**config.mk**
```make
export PLATFORM = sky130hd
export DESIGN_NAME = vec_irq_core
export DESIGN_NICKNAME = d
export VERILOG_FILES = /design/src/rtl/vec_irq_core.sv
export SDC_FILE = /design/constraint.sdc
export NUM_CORES = 2
export LEC_CHECK = 0
export ABC_AREA = 1
export BUFFER_PORTS_ARGS = -buffer_cell sky130_fd_sc_hd__buf_2
export CORE_UTILIZATION = 40
export CTS_BUF_LIST = sky130_fd_sc_hd__clkbuf_8
export DETAILED_ROUTE_END_ITERATION = 6
export PLACE_DENSITY_LB_ADDON = 0.12
export SLEW_MARGIN = 20
export SYNTH_ARGS = -nofsm -noshare
export SYNTH_HDL_FRONTEND = slang
export SYNTH_SLANG_ARGS = --single-unit
```
**constraint.sdc**
```tcl
create_clock -name clk -period 32.8 [get_ports clk]
set_input_delay 3.28 -clock clk [delete_from_list [all_inputs] [get_ports clk]]
set_output_delay 3.28 -clock clk [all_outputs]
set_load 0.01 [all_outputs]
```
**src/rtl/vec_irq_core.sv**
```systemverilog
module vec_irq_core #(
  parameter int VW    = 8,
  parameter int WORDW = 32,
  parameter int LOWV  = 16
) (
  input  logic          clk,
  input  logic          rst_n,
  input  logic          enable,
  input  logic          acc_valid,
  input  logic [VW-1:0] acc_vector,
  input  logic          acc_level,
  output logic          acc_ok,
  output logic          acc_drop,
  output logic          acc_lowvec,
  input  logic          tpr_we,
  input  logic [VW-1:0] tpr_wdata,
  input  logic          tpr_nib_we,
  input  logic [3:0]    tpr_nib,
  output logic [VW-1:0] tpr_q,
  output logic [VW-1:0] ppr_q,
  input  logic          ack_req,
  output logic          ack_vld,
  output logic          ack_none,
  output logic [VW-1:0] ack_vector,
  input  logic          eoi_strobe,
  output logic          eoi_bc_valid,
  output logic [VW-1:0] eoi_bc_vector,
  output logic          irq_pending,
  output logic [VW-1:0] irq_vector
);
  localparam int NV    = 1 << VW;
  localparam int NWORD = NV / WORDW;
  localparam logic [VW-1:0] CLS = {4'hF, {(VW-4){1'b0}}};

  logic [NV-1:0] pend_q, isr_q, tmr_q;
  logic [NV-1:0] pend_n, isr_n, tmr_n;

  function automatic logic [VW:0] top_bit(input logic [NV-1:0] b);
    logic [VW:0] r;
    r = '0;
    for (int w = 0; w < NWORD; w++)
      if (|b[w*WORDW +: WORDW])
        for (int i = 0; i < WORDW; i++)
          if (b[w*WORDW+i]) r = {1'b1, VW'(w*WORDW+i)};
    return r;
  endfunction

  logic [VW:0]   hp, hs;
  logic [VW-1:0] hp_v, hs_v, isrv, ppr_nxt;
  logic          deliver, acc_take, ack_go, eoi_go;

  assign hp   = top_bit(pend_q);
  assign hs   = top_bit(isr_q);
  assign hp_v = hp[VW-1:0];
  assign hs_v = hs[VW-1:0];
  assign isrv = hs[VW] ? hs_v : '0;

  assign ppr_nxt  = ((tpr_q & CLS) >= (isrv & CLS)) ? tpr_q : (isrv & CLS);
  assign deliver  = enable && hp[VW] && ((hp_v & CLS) > ppr_q);
  assign acc_take = acc_valid && enable && !(pend_q[acc_vector] && acc_level);
  assign ack_go   = ack_req && deliver;
  assign eoi_go   = eoi_strobe && hs[VW];

  assign irq_pending = deliver;
  assign irq_vector  = hp[VW] ? hp_v : '0;

  always_comb begin
    pend_n = pend_q;
    isr_n  = isr_q;
    tmr_n  = tmr_q;
    if (ack_go) begin
      pend_n[hp_v] = 1'b0;
      isr_n[hp_v]  = 1'b1;
    end
    if (eoi_go) begin
      isr_n[hs_v] = 1'b0;
      tmr_n[hs_v] = 1'b0;
    end
    if (acc_take) begin
      pend_n[acc_vector] = 1'b1;
      tmr_n[acc_vector]  = acc_level;
    end
  end

  always_ff @(posedge clk or negedge rst_n) begin
    if (!rst_n) begin
      pend_q        <= '0;
      isr_q         <= '0;
      tmr_q         <= '0;
      tpr_q         <= '0;
      ppr_q         <= '0;
      acc_ok        <= 1'b0;
      acc_drop      <= 1'b0;
      acc_lowvec    <= 1'b0;
      ack_vld       <= 1'b0;
      ack_none      <= 1'b0;
      ack_vector    <= '0;
      eoi_bc_valid  <= 1'b0;
      eoi_bc_vector <= '0;
    end else begin
      pend_n_hold: begin
        pend_q <= pend_n;
        isr_q  <= isr_n;
        tmr_q  <= tmr_n;
      end
      if (tpr_we)          tpr_q <= tpr_wdata;
      else if (tpr_nib_we) tpr_q <= {tpr_nib, {(VW-4){1'b0}}};
      ppr_q         <= ppr_nxt;
      acc_ok        <= acc_take;
      acc_drop      <= acc_valid && !acc_take;
      acc_lowvec    <= acc_valid && (acc_vector < VW'(LOWV));
      ack_vld       <= ack_req;
      ack_none      <= ack_req && !ack_go;
      ack_vector    <= ack_go ? hp_v : '0;
      eoi_bc_valid  <= eoi_go && tmr_q[hs_v];
      eoi_bc_vector <= (eoi_go && tmr_q[hs_v]) ? hs_v : '0;
    end
  end
endmodule

```
# Yosys cells after proc, flatten, opt, wreduce, memory -nomap -nowiden
# Cells that the tools add are included.
# op_classes
muxes,552
order_cmp,9
bitwise,7
n_reduce_logical,34
# op_table
op,n
2-to-1 mux 9 bit,528
2-to-1 mux 256 bit,6
bitwise AND 256 bit,3
NOT 256 bit,2
bitwise OR 256 bit,2
OR reduction 32 bit,16
bitwise mux 256 bit,1
2-to-1 mux 8 bit,7
less-than comparator 8 x 9 -> 1 bit (second input constant),3
demux 1 bit (select 8 bit),3
>= comparator 8 x 1 -> 1 bit (second input constant),3
binary-select mux 1 bit (select 8 bit),2
logical AND 1 bit,14
>= comparator 8 bit,1
> comparator 8 bit,1
less-than comparator 8 x 5 -> 1 bit (second input constant),1
2-to-1 mux 1 bit,5
zero test 1 bit,3
nonzero test 2 bit,1
# totals
output_inout_bits,47
register_bits,806
wordCells,615
in_bits,29

# Depth between registers and ports, before layout
# depth
ltp_word,273
mapped_depth,270
ltp_nobuf,268

# Worst setup path after synthesis
# Ideal clock, no wire load.
# synth_timing
kind,reg-to-output
startpoint,register pend_q[2]
endpoint,output port irq_vector[0]
arrival_ps,11817
path_stages_with_launch,238
t_required_ps,29520
setup_slack_ps,17703
path_buffers,2
cell_sequence,dfrtp_1 -> o21ai_1 -> a21oi_1 -> o21ai_1 -> a21oi_1 -> o21ai_1 -> nand2_1 -> nand2_1 -> nand2_1 -> a21oi_1 -> o21ai_1 -> a21oi_1 -> o21ai_1 -> a21oi_1 -> o21ai_1 -> a21oi_1 -> o21ai_1 -> a21oi_1 -> [202 not listed] -> nand2_1 -> nand2_1 -> nand2_1 -> nand2_1 -> nand2_1 -> nand2_1 -> nand2_1 -> nand2_1 -> nand2_1 -> nand2_1 -> nand2_1 -> nand2_1 -> nand2_1 -> nand2_1 -> nand2_1 -> nand2_1 -> clkbuf_1 -> clkbuf_1
# synth_via
elab_chain_cells,263
word_cells_on_any_way,264
classes_between,mux (263); reduce/logical (1)
# synth_rtl
element,line_no,text
from (decl),35,"logic [NV-1:0] pend_q, isr_q, tmr_q;"
from (signal assigned),102,pend_q <= pend_n;
2-to-1 mux 9 bit (30 in a row),44,"if (b[w*WORDW+i]) r = {1'b1, VW'(w*WORDW+i)};"
2-to-1 mux 9 bit *,42,if (|b[w*WORDW +: WORDW])
2-to-1 mux 9 bit (32 in a row),44,
2-to-1 mux 9 bit *,42,
2-to-1 mux 9 bit (32 in a row),44,
2-to-1 mux 9 bit *,42,
2-to-1 mux 9 bit (32 in a row),44,
2-to-1 mux 9 bit *,42,
2-to-1 mux 9 bit (32 in a row),44,
2-to-1 mux 9 bit *,42,
2-to-1 mux 9 bit (32 in a row),44,
2-to-1 mux 9 bit *,42,
2-to-1 mux 9 bit (32 in a row),44,
2-to-1 mux 9 bit *,42,
2-to-1 mux 9 bit (32 in a row),44,
2-to-1 mux 9 bit *,42,
2-to-1 mux 8 bit *,65,assign irq_vector = hp[VW] ? hp_v : '0;
to (decl),29,output logic [VW-1:0] irq_vector
# Mark *: on every way between the ends. The rest lies on a longest branch, timed or not.

# Worst setup path after layout
# layout_timing
startpoint,register pend_q[1]
endpoint,output port irq_vector[0]
# layout_via
elab_chain_cells,264
word_cells_on_any_way,265
classes_between,mux (264); reduce/logical (1)
# layout_rtl
element,line_no
2-to-1 mux 9 bit (31 in a row),44
2-to-1 mux 9 bit *,42
2-to-1 mux 9 bit (32 in a row),44
2-to-1 mux 9 bit *,42
2-to-1 mux 9 bit (32 in a row),44
2-to-1 mux 9 bit *,42
2-to-1 mux 9 bit (32 in a row),44
2-to-1 mux 9 bit *,42
2-to-1 mux 9 bit (32 in a row),44
2-to-1 mux 9 bit *,42
2-to-1 mux 9 bit (32 in a row),44
2-to-1 mux 9 bit *,42
2-to-1 mux 9 bit (32 in a row),44
2-to-1 mux 9 bit *,42
2-to-1 mux 9 bit (32 in a row),44
2-to-1 mux 9 bit *,42
2-to-1 mux 8 bit *,65
# Marked as above.

==> results.toml <==
[critical_path]
criticalPathCategory = "reg -> out"
end_kind = "primary output"
cp.arrival_ns = 14.91
reg2regPathDepth = 261
cp_common_cell = "nand2_1"
crit_path_start_kind = "register"
required_ns = 29.52
cp_max_fo = 18
r2r-end = "tmr_q[0]$_DFF_PN0_"
r2r_start = "isr_q[1]$_DFF_PN0_"
reg2reg_slack_ns = 15.50
crit_path_max_incr_delay_ns = 0.54
critPathSlowestCell = "nand2_2"

[power_and_ir_drop]
clkPwrFrac_pct = 22.2
fin_total_pwr_w = 0.004608
p_leak_nw = 24.63
intPower_w = 0.002076
power_switching_w = 0.002532
switching_share_pct = 54.94
pwr-share-seq_pct = 23.2
power_density_nw_per_um2 = 93.03
vdd.ir_drop.worst_mv = 0.1655
combPwrFrac_pct = 54.5

[floorplanning]
dieArea_um2 = 111600
die_w_um = 334.1
start_util_pct = 40.42
io_pins = 76
rows = 121
die_h_um = 334.1
core_um2 = 109200

[yosys]
avgSynthCellArea_um2 = 7.035
synthCells = 6272
synth_edf_count = 0
yosysTopAreaCell = "dfrtp_1"
yosysUniqueCellTypes = 45
synthFlopType = "dfrtp_1"
yosys_warnings = 0
syn_nets = 6309
ys_ff_latch = 806
async_flop_share_pct = 100.0
ys_seq_area_share_pct = 45.71
syn_area_um2 = 44130
synthDominantCellAreaShare_pct = 45.71
synth_area_leaders = "dfrtp_1, nand2_1, inv_1"

[sta]
worstMarginPinSlew_ns = 1.320
slew_viol_final = 0
finalSetupViolCount = 0
max_freq_mhz = 54.97
slew_headroom_pct = 11.91
period_needed_ns = 18.19
fin_crit_sh_pct = 55.47
finalHoldViolCount = 0
setup-tns-final_ns = 0
skew_ns = 0.04618
rsz0062_at_grt = "false"

[final_layout]
post-route-util_pct = 45.38
nets = 6401
layout_common_cells = "nand2_1, dfrtp_1, inv_1, nor2_1, o21ai_0"
areaGrowthSynthToFinish_pct = 12.25
drive_above_1_share_pct = 8.066
layout_commonest_cell = "nand2_1"

[route]
drcViolationCount = 19
vias = 46680
avgRoutedWirePerCell_um = 28.25
ant_nets = 0
drt-initial-drc-count = 7246
detail_route.first_pass.iterations = 7
vias_per_cell = 5.867
routed_wl_um = 224800

[global_route]
grt_usage_pct = 39.70
grt_pass1_wl_um = 315500
grt_max_degree = 158
grt_remaining_overflow = 0
first_global_vias = 43250
antenna_found_initial = 20

[clock_tree]
ctsRootBufferMaster = "clkbuf_8"
clkLatencyLatePin_ns = 0.88
clkTransAtPathRegs_ns = 0.06
clock_path_buffers = 3
cts_buffers = 155
cts-htree-levels = 4
cts_hold_buf = 0
cts_sinks = 806
cts_resized = 0
cts_setup_buffers = 0
tritoncts = "built"

[placed_design]
hpwl_um = 140600
place.gp.congestion = 0.9864
port_buffers = 75

[min_path]
hold_path.startpoint = "pend_q[3]$_DFF_PN0_"
hold-path-cell-count = 2
hold_end = "pend_q[3]$_DFF_PN0_"
hold_path_class = "reg -> reg"

[run_status]
violations = "design-rule violations"
status = "complete, but fails checks"

[run]
maxCapViolCount = 0
-- critical path, delay by kind of cell, from the launching register on --
family,cells,cell delay (ns)
and+or+nand+nor,216,11.21
AOI/OAI and AO/OA,19,2.10
DFF,1,0.37
buffers and inverters,2,0.32
-- cells by family after synthesis --
group                      count (synthesis)  synth area share [%]
buffers and inverters                   1041                 9.122
adders and majority gates                  8                0.2269
and+or+nand+nor                         3162                 28.56
DFF                                      806                 45.71
AOI/OAI and AO/OA                       1255                 16.38
-- worst max path at each step --
stage / start / end / cells after the start
floorplan: pend_q[2]$_DFF_PN0_ / irq_vector[0] / 237
global placement: isr_q[1]$_DFF_PN0_ / tmr_q[0]$_DFF_PN0_ / 261
detailed placement: pend_q[2]$_DFF_PN0_ / irq_vector[0] / 236
CTS: pend_q[2]$_DFF_PN0_ / irq_vector[0] / 236
global route: pend_q[1]$_DFF_PN0_ / irq_vector[0] / 237
finish: pend_q[1]$_DFF_PN0_ / irq_vector[0] / 237
-- state kept, by name, indices dropped and copies added, names as in the netlist --
| name | flops |
|---|---|
| acc_ok | 1 |
| tpr_q | 8 |
| tmr_q | 256 |
| ack_vector | 8 |
| ppr_q | 8 |
| acc_drop | 1 |
| pend_q | 256 |
| ack_vld | 1 |
| eoi_bc_valid | 1 |
| eoi_bc_vector | 8 |
| acc_lowvec | 1 |
| ack_none | 1 |
| isr_q | 256 |
-- layout make-up --
cell class	instances	area (um^2)
Multi-Input combinational cell	4425	20200
Sequential cell	806	20170
Inverter	784	2950
Tap cell	1476	1847
Antenna cell	9	22.52
Timing Repair Buffer	192	1289
Fill cell	11180	59620
Clock inverter	70	371.6
Clock buffer	195	2684
-- power groups by stage --
stage	Clock, W	Combinational [W]	Sequential, W
6_report	0.00102	0.00251	0.00107
5_1_grt	0.00107	0.00256	0.00107
4_1_cts	0.00103	0.00238	0.00107
3_5_place_dp	0	0.00236	0.00109
3_3_place_gp	0	0.00237	0.00109
2_1_floorplan	0	0.00126	0.00108
-- cell usage after synthesis (all sizes together), types with 9 or more instances --
| cell | number |
|---|---|
| nand2 | 2219 |
| dfrtp | 806 |
| inv | 773 |
| nor2 | 625 |
| o21ai | 450 |
| a21oi | 330 |
| o22ai | 219 |
| clkbuf | 211 |
| nand3 | 138 |
| o211ai | 102 |
| nand3b | 63 |
| nor3 | 50 |
| nand4 | 48 |
| buf | 46 |
| o21a | 40 |
| a22oi | 35 |
| a31oi | 17 |
| nor4 | 17 |
| o21bai | 12 |
| clkinv | 11 |
| o221ai | 11 |
| a41oi | 9 |
-- through the flow --
stage	area, um^2	worst slack (ns)	hold WS, ns	instances
3_5_place_dp	46450	15.82	0.4812	7683
6_report	49530	14.61	0.4939	7957
2_1_floorplan	44130	17.70	0.4582	6272
4_1_cts	49500	14.81	0.4936	7948
5_1_grt	49510	12.58	0.5227	7949
3_3_place_gp	46440	15.77	0.4791	7683
-- per-layer routing --
layer | global-route usage, % | up-vias | wire (um) | share of wire, %
li1 | - | 20420 | - | -
met1 | 52.42 | 22180 | 86850 | 39
met2 | 56.71 | 3315 | 91540 | 41
met3 | 11.87 | 749 | 30470 | 14
met4 | 24.55 | 19 | 15770 | 7.0
met5 | 0.5645 | - | 181 | 0.081
Note: power is estimated with default switching activity, not from simulation.
